[src/rtl/vme_win_pkg.sv]
package vme_win_pkg;

  typedef enum logic [2:0] {
    ST_IDLE,
    ST_REQ,
    ST_ACK,
    ST_BERR,
    ST_SKIP
  } slv_state_e;

  typedef enum logic [1:0] {
    DEC_NONE,
    DEC_DRAM,
    DEC_BERR
  } dec_kind_e;

  localparam logic [5:0] AM_USR_DATA = 6'h39;
  localparam logic [5:0] AM_USR_PROG = 6'h3A;
  localparam logic [5:0] AM_SUP_DATA = 6'h3D;
  localparam logic [5:0] AM_SUP_PROG = 6'h3E;

  function automatic logic am_accepted(input logic [5:0] am);
    return (am == AM_USR_DATA) || (am == AM_USR_PROG) ||
           (am == AM_SUP_DATA) || (am == AM_SUP_PROG);
  endfunction

endpackage

[src/rtl/vme_sync.sv]
module vme_sync #(
  parameter int W      = 1,
  parameter int STAGES = 2
) (
  input  logic         clk,
  input  logic         rst_n,
  input  logic [W-1:0] d,
  output logic [W-1:0] q
);

  logic [STAGES-1:0][W-1:0] stg_q;
  logic [STAGES-1:0][W-1:0] stg_d;

  generate
    for (genvar i = 0; i < STAGES; i++) begin : g_stage
      if (i == 0) begin : g_first
        assign stg_d[i] = d;
      end else begin : g_next
        assign stg_d[i] = stg_q[i-1];
      end
    end
  endgenerate

  always_ff @(posedge clk or negedge rst_n) begin
    if (!rst_n) begin
      stg_q <= '0;
    end else begin
      stg_q <= stg_d;
    end
  end

  assign q = stg_q[STAGES-1];

endmodule

[src/rtl/vme_decode.sv]
module vme_decode
  import vme_win_pkg::*;
#(
  parameter int ADDR_W  = 24,
  parameter int WIN_W   = 22,
  parameter int DRAM_AW = 21
) (
  input  logic [ADDR_W-1:1]      addr,
  input  logic [ADDR_W-WIN_W-1:0] win_base,
  input  logic [5:0]             am,
  input  logic                   lword_n,
  input  logic [1:0]             ds_act,
  input  logic                   slave_en,
  output dec_kind_e              kind,
  output logic [WIN_W-1:1]       offs
);

  logic in_win;
  logic size_ok;
  logic accept;
  logic beyond;

  assign in_win  = (addr[ADDR_W-1:WIN_W] == win_base);
  assign size_ok = (|ds_act) && lword_n;
  assign accept  = slave_en && in_win && am_accepted(am) && size_ok;
  assign offs    = addr[WIN_W-1:1];

  generate
    if (DRAM_AW < WIN_W) begin : g_partial
      assign beyond = |addr[WIN_W-1:DRAM_AW];
    end else begin : g_full
      assign beyond = 1'b0;
    end
  endgenerate

  always_comb begin
    if (!accept) begin
      kind = DEC_NONE;
    end else if (beyond) begin
      kind = DEC_BERR;
    end else begin
      kind = DEC_DRAM;
    end
  end

endmodule

[src/rtl/vme_slave_fsm.sv]
module vme_slave_fsm
  import vme_win_pkg::*;
#(
  parameter int OFF_W = 21
) (
  input  logic             clk,
  input  logic             rst_n,
  input  logic             as_act,
  input  logic [1:0]       ds_act,
  input  dec_kind_e        kind,
  input  logic [OFF_W-1:0] offs,
  input  logic             write_n,
  input  logic             dram_ack,
  output logic             dram_req,
  output logic             dram_we,
  output logic [OFF_W-1:0] dram_addr,
  output logic [1:0]       dram_be,
  output logic             dtack_n,
  output logic             berr_n,
  output logic             inv_valid,
  output logic [OFF_W-1:0] inv_addr,
  output logic             rd_accept,
  output logic             wr_done
);

  slv_state_e       state_q, state_d;
  logic             ds_prev_q;
  logic             ds_any;
  logic             start;
  logic             load;
  logic [OFF_W-1:0] addr_q;
  logic             we_q;
  logic [1:0]       be_q;
  logic             dtack_q, berr_q;
  logic             inv_q, inv_d;
  logic [OFF_W-1:0] inv_addr_q;

  assign ds_any = |ds_act;
  assign start  = ds_any && !ds_prev_q && as_act;
  assign load   = (state_q == ST_IDLE) && start && (kind == DEC_DRAM);

  always_comb begin
    state_d = state_q;
    case (state_q)
      ST_IDLE: begin
        if (start) begin
          case (kind)
            DEC_DRAM: state_d = ST_REQ;
            DEC_BERR: state_d = ST_BERR;
            default:  state_d = ST_SKIP;
          endcase
        end
      end
      ST_REQ: begin
        if (dram_ack) state_d = ST_ACK;
      end
      ST_ACK, ST_BERR, ST_SKIP: begin
        if (!ds_any) state_d = ST_IDLE;
      end
      default: state_d = ST_IDLE;
    endcase
  end

  assign inv_d     = (state_q == ST_REQ) && dram_ack && we_q;
  assign rd_accept = load && write_n;
  assign wr_done   = (state_q == ST_ACK) && we_q && !ds_any;

  always_ff @(posedge clk or negedge rst_n) begin
    if (!rst_n) begin
      state_q   <= ST_IDLE;
      ds_prev_q <= 1'b0;
      dtack_q   <= 1'b0;
      berr_q    <= 1'b0;
      inv_q     <= 1'b0;
    end else begin
      state_q   <= state_d;
      ds_prev_q <= ds_any;
      dtack_q   <= (state_d == ST_ACK);
      berr_q    <= (state_d == ST_BERR);
      inv_q     <= inv_d;
    end
  end

  always_ff @(posedge clk or negedge rst_n) begin
    if (!rst_n) begin
      addr_q <= '0;
      we_q   <= 1'b0;
      be_q   <= '0;
    end else if (load) begin
      addr_q <= offs;
      we_q   <= !write_n;
      be_q   <= ds_act;
    end
  end

  always_ff @(posedge clk or negedge rst_n) begin
    if (!rst_n) begin
      inv_addr_q <= '0;
    end else if (inv_d) begin
      inv_addr_q <= addr_q;
    end
  end

  assign dram_req  = (state_q == ST_REQ);
  assign dram_we   = we_q;
  assign dram_addr = addr_q;
  assign dram_be   = be_q;
  assign dtack_n   = !dtack_q;
  assign berr_n    = !berr_q;
  assign inv_valid = inv_q;
  assign inv_addr  = inv_addr_q;

endmodule

[src/rtl/vme_rmw_lock.sv]
module vme_rmw_lock (
  input  logic clk,
  input  logic rst_n,
  input  logic as_act,
  input  logic rd_accept,
  input  logic wr_done,
  input  logic cpu_req,
  output logic cpu_hold,
  output logic cpu_go
);

  logic hold_q, hold_d;

  always_comb begin
    hold_d = hold_q;
    if (rd_accept) begin
      hold_d = 1'b1;
    end else if (!as_act || wr_done) begin
      hold_d = 1'b0;
    end
  end

  always_ff @(posedge clk or negedge rst_n) begin
    if (!rst_n) begin
      hold_q <= 1'b0;
    end else begin
      hold_q <= hold_d;
    end
  end

  assign cpu_hold = hold_q;
  assign cpu_go   = cpu_req && !hold_q;

endmodule

[src/rtl/vme_a24_win_ctl.sv]
module vme_a24_win_ctl
  import vme_win_pkg::*;
#(
  parameter int ADDR_W      = 24,
  parameter int WIN_W       = 22,
  parameter int DRAM_AW     = 21,
  parameter int SYNC_STAGES = 2,
  localparam int BASE_W     = ADDR_W - WIN_W,
  localparam int OFF_W      = WIN_W - 1
) (
  input  logic              clk,
  input  logic              rst_n,
  input  logic              slave_en,
  input  logic [BASE_W-1:0] win_base,
  input  logic [ADDR_W-1:1] vme_addr,
  input  logic [5:0]        vme_am,
  input  logic              vme_as_n,
  input  logic              vme_ds0_n,
  input  logic              vme_ds1_n,
  input  logic              vme_lword_n,
  input  logic              vme_write_n,
  output logic              vme_dtack_n,
  output logic              vme_berr_n,
  output logic              dram_req,
  output logic              dram_we,
  output logic [OFF_W-1:0]  dram_addr,
  output logic [1:0]        dram_be,
  input  logic              dram_ack,
  output logic              inv_valid,
  output logic [OFF_W-1:0]  inv_addr,
  input  logic              cpu_req,
  output logic              cpu_go,
  output logic              cpu_hold
);

  logic [1:0]       rst_pipe_q;
  logic             rst_n_int;
  logic [2:0]       strb_s;
  logic             as_act;
  logic [1:0]       ds_act;
  dec_kind_e        kind;
  logic [OFF_W-1:0] offs;
  logic             rd_accept;
  logic             wr_done;

  always_ff @(posedge clk or negedge rst_n) begin
    if (!rst_n) begin
      rst_pipe_q <= '0;
    end else begin
      rst_pipe_q <= {rst_pipe_q[0], 1'b1};
    end
  end
  assign rst_n_int = rst_pipe_q[1];

  vme_sync #(.W(3), .STAGES(SYNC_STAGES)) u_sync (
    .clk   (clk),
    .rst_n (rst_n_int),
    .d     ({!vme_as_n, !vme_ds1_n, !vme_ds0_n}),
    .q     (strb_s)
  );
  assign as_act = strb_s[2];
  assign ds_act = strb_s[1:0];

  vme_decode #(.ADDR_W(ADDR_W), .WIN_W(WIN_W), .DRAM_AW(DRAM_AW)) u_dec (
    .addr     (vme_addr),
    .win_base (win_base),
    .am       (vme_am),
    .lword_n  (vme_lword_n),
    .ds_act   (ds_act),
    .slave_en (slave_en),
    .kind     (kind),
    .offs     (offs)
  );

  vme_slave_fsm #(.OFF_W(OFF_W)) u_fsm (
    .clk       (clk),
    .rst_n     (rst_n_int),
    .as_act    (as_act),
    .ds_act    (ds_act),
    .kind      (kind),
    .offs      (offs),
    .write_n   (vme_write_n),
    .dram_ack  (dram_ack),
    .dram_req  (dram_req),
    .dram_we   (dram_we),
    .dram_addr (dram_addr),
    .dram_be   (dram_be),
    .dtack_n   (vme_dtack_n),
    .berr_n    (vme_berr_n),
    .inv_valid (inv_valid),
    .inv_addr  (inv_addr),
    .rd_accept (rd_accept),
    .wr_done   (wr_done)
  );

  vme_rmw_lock u_lock (
    .clk       (clk),
    .rst_n     (rst_n_int),
    .as_act    (as_act),
    .rd_accept (rd_accept),
    .wr_done   (wr_done),
    .cpu_req   (cpu_req),
    .cpu_hold  (cpu_hold),
    .cpu_go    (cpu_go)
  );

endmodule

[config.mk]
export PLATFORM = sky130hd
export DESIGN_NAME = vme_a24_win_ctl
export DESIGN_NICKNAME = d
export VERILOG_FILES = /design/src/rtl/vme_win_pkg.sv /design/src/rtl/vme_sync.sv /design/src/rtl/vme_decode.sv /design/src/rtl/vme_slave_fsm.sv /design/src/rtl/vme_rmw_lock.sv /design/src/rtl/vme_a24_win_ctl.sv
export SDC_FILE = /design/constraint.sdc
export NUM_CORES = 1
export LEC_CHECK = 0
export BUFFER_PORTS_ARGS = -buffer_cell sky130_fd_sc_hd__buf_2
export CORE_MARGIN = 2
export CORE_UTILIZATION = 35
export CTS_CLUSTER_DIAMETER = 120
export DETAILED_ROUTE_END_ITERATION = 7
export PLACE_DENSITY = 0.57
export SYNTH_ARGS = -nofsm -noshare
export SYNTH_HDL_FRONTEND = slang
export SYNTH_SLANG_ARGS = --single-unit
export TNS_END_PERCENT = 10
[constraint.sdc]
create_clock -name clk -period 3.84 [get_ports clk]
set_input_delay 0.768 -clock clk [delete_from_list [all_inputs] [get_ports clk]]
set_output_delay 0.768 -clock clk [all_outputs]
set_load 0.005 [all_outputs]
==> impl_results.md <==
* PwrDens at 409 nW/um^2
* Peak supply drop at 0.000276 V
* Crit path required time at 3.07 ns
* Final setup viols at 0
* GR Util All Layers at 0.130
* Top Ports at 92
* Largest area contributor in the synthesized netlist: dfrtp_1
* Hpwl dp at 3140 um
* Detailed Route Iter0 Violations at 66
* First-pass GRT wire length at 7240 um
* Compound-gate portion of the synthesized area at 0.0199
* CTS max path bufs at 2
* Postcts setup bufs at 0
* DRC violations left at 0
* Final hold violations at 0
* Cell family with most CP delay: flip-flops
* Via/cell ratio at 4.62
* Routed vias at 1,563
* Worst path bufs/invs at 1
* GP Congestion at 0.768
* Levels on crit path at 3
* Top_reg_cell synth: dfrtp_1
* Simple-gate share of the synthesized area at 0.0709
* Largest family of logic cells by synthesized area: multiplexers
* DRT Pass-1 Iters at 4
* Rows at 29
* Synth Register Bits at 61
* Skew final at 0.00318 ns
* DRT antenna net count at 0
* Synth Area in Adders at 0
* Quantity of I/O buffers inserted on ports at 90
* Die width at 85.6 um
* GRT Residual Overflow at 0
* Post-CTS sizing at 0
* Cell Chain, Critical Path: nor2b_1 > and2b_1 > buf_2
* Total die area at 7320 um^2
* Cts hold-fix bufs at 0
* WL final at 4350 um
* Sequential fraction of the synthesis area at 0.656
* Fin. max-slew vios at 0
* H-tree Lvls at 3
* Drt wl/cell at 12.9 um
* Critical path arrival at 1.28 ns
* FMAX at 488 MHz
* Setup_tns at 0 ns
* Fin nets at 297
* Clock sink count at 61
* Post-synth EDFFs at 0
* Slowest cell on crit path: dfrtp_1
* CP max FO at 7
* P&R area growth vs syn at 31.7%
* Core area at 6390 um^2
* Post-synthesis mux area share at 0.212
* Worst setup SP type: flip-flop
* Initial Util at 0.365
* Max stage delay on crit path at 0.45 ns
* RSZ-0062 raised after global routing: no
* Post-Syn Instances at 156
* Lkg Pwr at 0.00175 uW
* DP Worst Slack at 1.55 ns
* Synthesized net count at 197
* Root Buffer: clkbuf_8
* Pin count of the biggest net entering global routing at 38
* CP Capture Type: output pin
* Vias in the first global route at 1,566
* Final core occ at 0.480
* Ys Warns at 0
* CTS tree: built
* Antenna violations before repair at 0
* R2R depth at 5
* Clk slew on worst S/H paths at 0.07 ns
* N_diodes at 0
* Worst-Skew Late Latency at 0.33 ns
* Proportion of synthesized flip-flops having asynchronous set or reset at 1.00
* Avg Cell Area, Syn at 14.9 um^2
* Max_cap viols at 0
* Commonest non-fill, non-tap cell in the layout: buf_2
* XOR/XNOR Fraction of Synth Area at 0.0113
* Number of CTS-inserted buffers at 9
* Area of the mapped netlist at 2330 um^2
* Most frequent cells in the layout: 90 x buf_2, 60 x dfrtp_1, 42 x mux2_2
* Synth cell types at 29
* Status: complete, no violations
* Largest cells by area after synthesis: dfrtp_1 66%, mux2_2 20%, inv_1 1.3%
* Total power at 1250 uW
* Hold slack at 0.211 ns
* Share of the synthesized area in the top cell type at 0.656
* Worst hold-check path type: input port to async pin
* Die Height at 85.6 um
* Setup WS post-layout at 1.79 ns
* Layout cell share with drive strength beyond 1 at 0.594
* Period utilization at 0.534
* Minimum clock period at 2.05 ns
* CP Class: flip-flop to output pin
[power by group]
group | switching, uW | internal, uW
logic | 20.7 | 22.4
registers | 8.80 | 650
clock network | 238 | 314
[sequential cells by signal, summed over array words and instances, names as in the netlist]
| signal | flops |
|---|---|
| rst_pipe_q | 2 |
| u_fsm.inv_addr | 21 |
| u_fsm.inv_valid | 1 |
| u_fsm.dram_addr | 21 |
| u_sync.stg_d | 3 |
| u_lock.cpu_hold | 1 |
| u_fsm.dtack_q | 1 |
| u_fsm.berr_q | 1 |
| u_fsm.dram_we | 1 |
| u_sync.q | 3 |
| u_fsm.state_q | 3 |
| u_fsm.dram_be | 2 |
| u_fsm.ds_prev_q | 1 |
[logic make-up (layout without fill, tap and decap cells)]
family	Yosys count	count (layout)
flip-flops	61	61
multiplexers	44	44
AND/OR/NAND/NOR	27	27
buffers and inverters	13	118
AO/OA/AOI/OAI	7	7
XOR/XNOR	3	3
other	1	1
[worst reg2reg max path: stages, from the launching register on]
cell	delay, ns
dfrtp_1	0.46
nor2_1	0.22
nand4_1	0.18
nor3_4	0.13
buf_4	0.35
mux2_2	0.40
[worst paths after layout]
path                       slack [ns]             endpoint             start
max                              1.79             dram_req  u_fsm.state_q[2]
min                              0.21        rst_pipe_q[0]             rst_n
max reg2reg                      1.99  u_fsm.dram_addr[11]  u_fsm.state_q[1]
min reg2reg                      0.23    u_fsm.inv_addr[0]     rst_pipe_q[1]
max in group asynchronous        2.78        u_fsm.dtack_q     rst_pipe_q[1]
min in group clk                 0.35          u_sync.q[1]   u_sync.stg_d[4]
[cells in the mapped netlist (2+ instances only)]
cell and count:
dfrtp_1 61, nor2_1 4, a21oi_1 2, buf_6 2, o21ai_0 2, nand3_1 5
nand2_1 3, nor2b_1 4, mux2_2 42, inv_1 8, nand4_1 2, xnor2_1 2
and2b_1 2, buf_2 2
[cell type report]
type                            count  area [um^2]
Fill cell                         608         3320
Clock inverter                      6         62.6
Sequential cell                    61         1530
Clock buffer                       10          138
Timing Repair Buffer               93          473
Multi-Input combinational cell     82          736
Tap cell                           77         96.3
Inverter                            9         33.8
[stage by stage]
| step | cell area, um^2 | std cells |
|---|---|---|
| finish | 3070 | 338 |
| floorplan | 2330 | 156 |
| global placement | 2870 | 322 |
| detailed placement | 2870 | 322 |
| global route | 3070 | 338 |
| CTS | 3070 | 338 |
[layer usage]
layer	vias to the layer above	GRT usage	wire length [um]
li1	739	-	-
met1	763	0.151	1880
met2	59	0.207	2070
met3	2	0.0654	367
met4	0	0.0476	23
met5	-	0	0
Note: power is estimated with default switching activity, not from simulation.
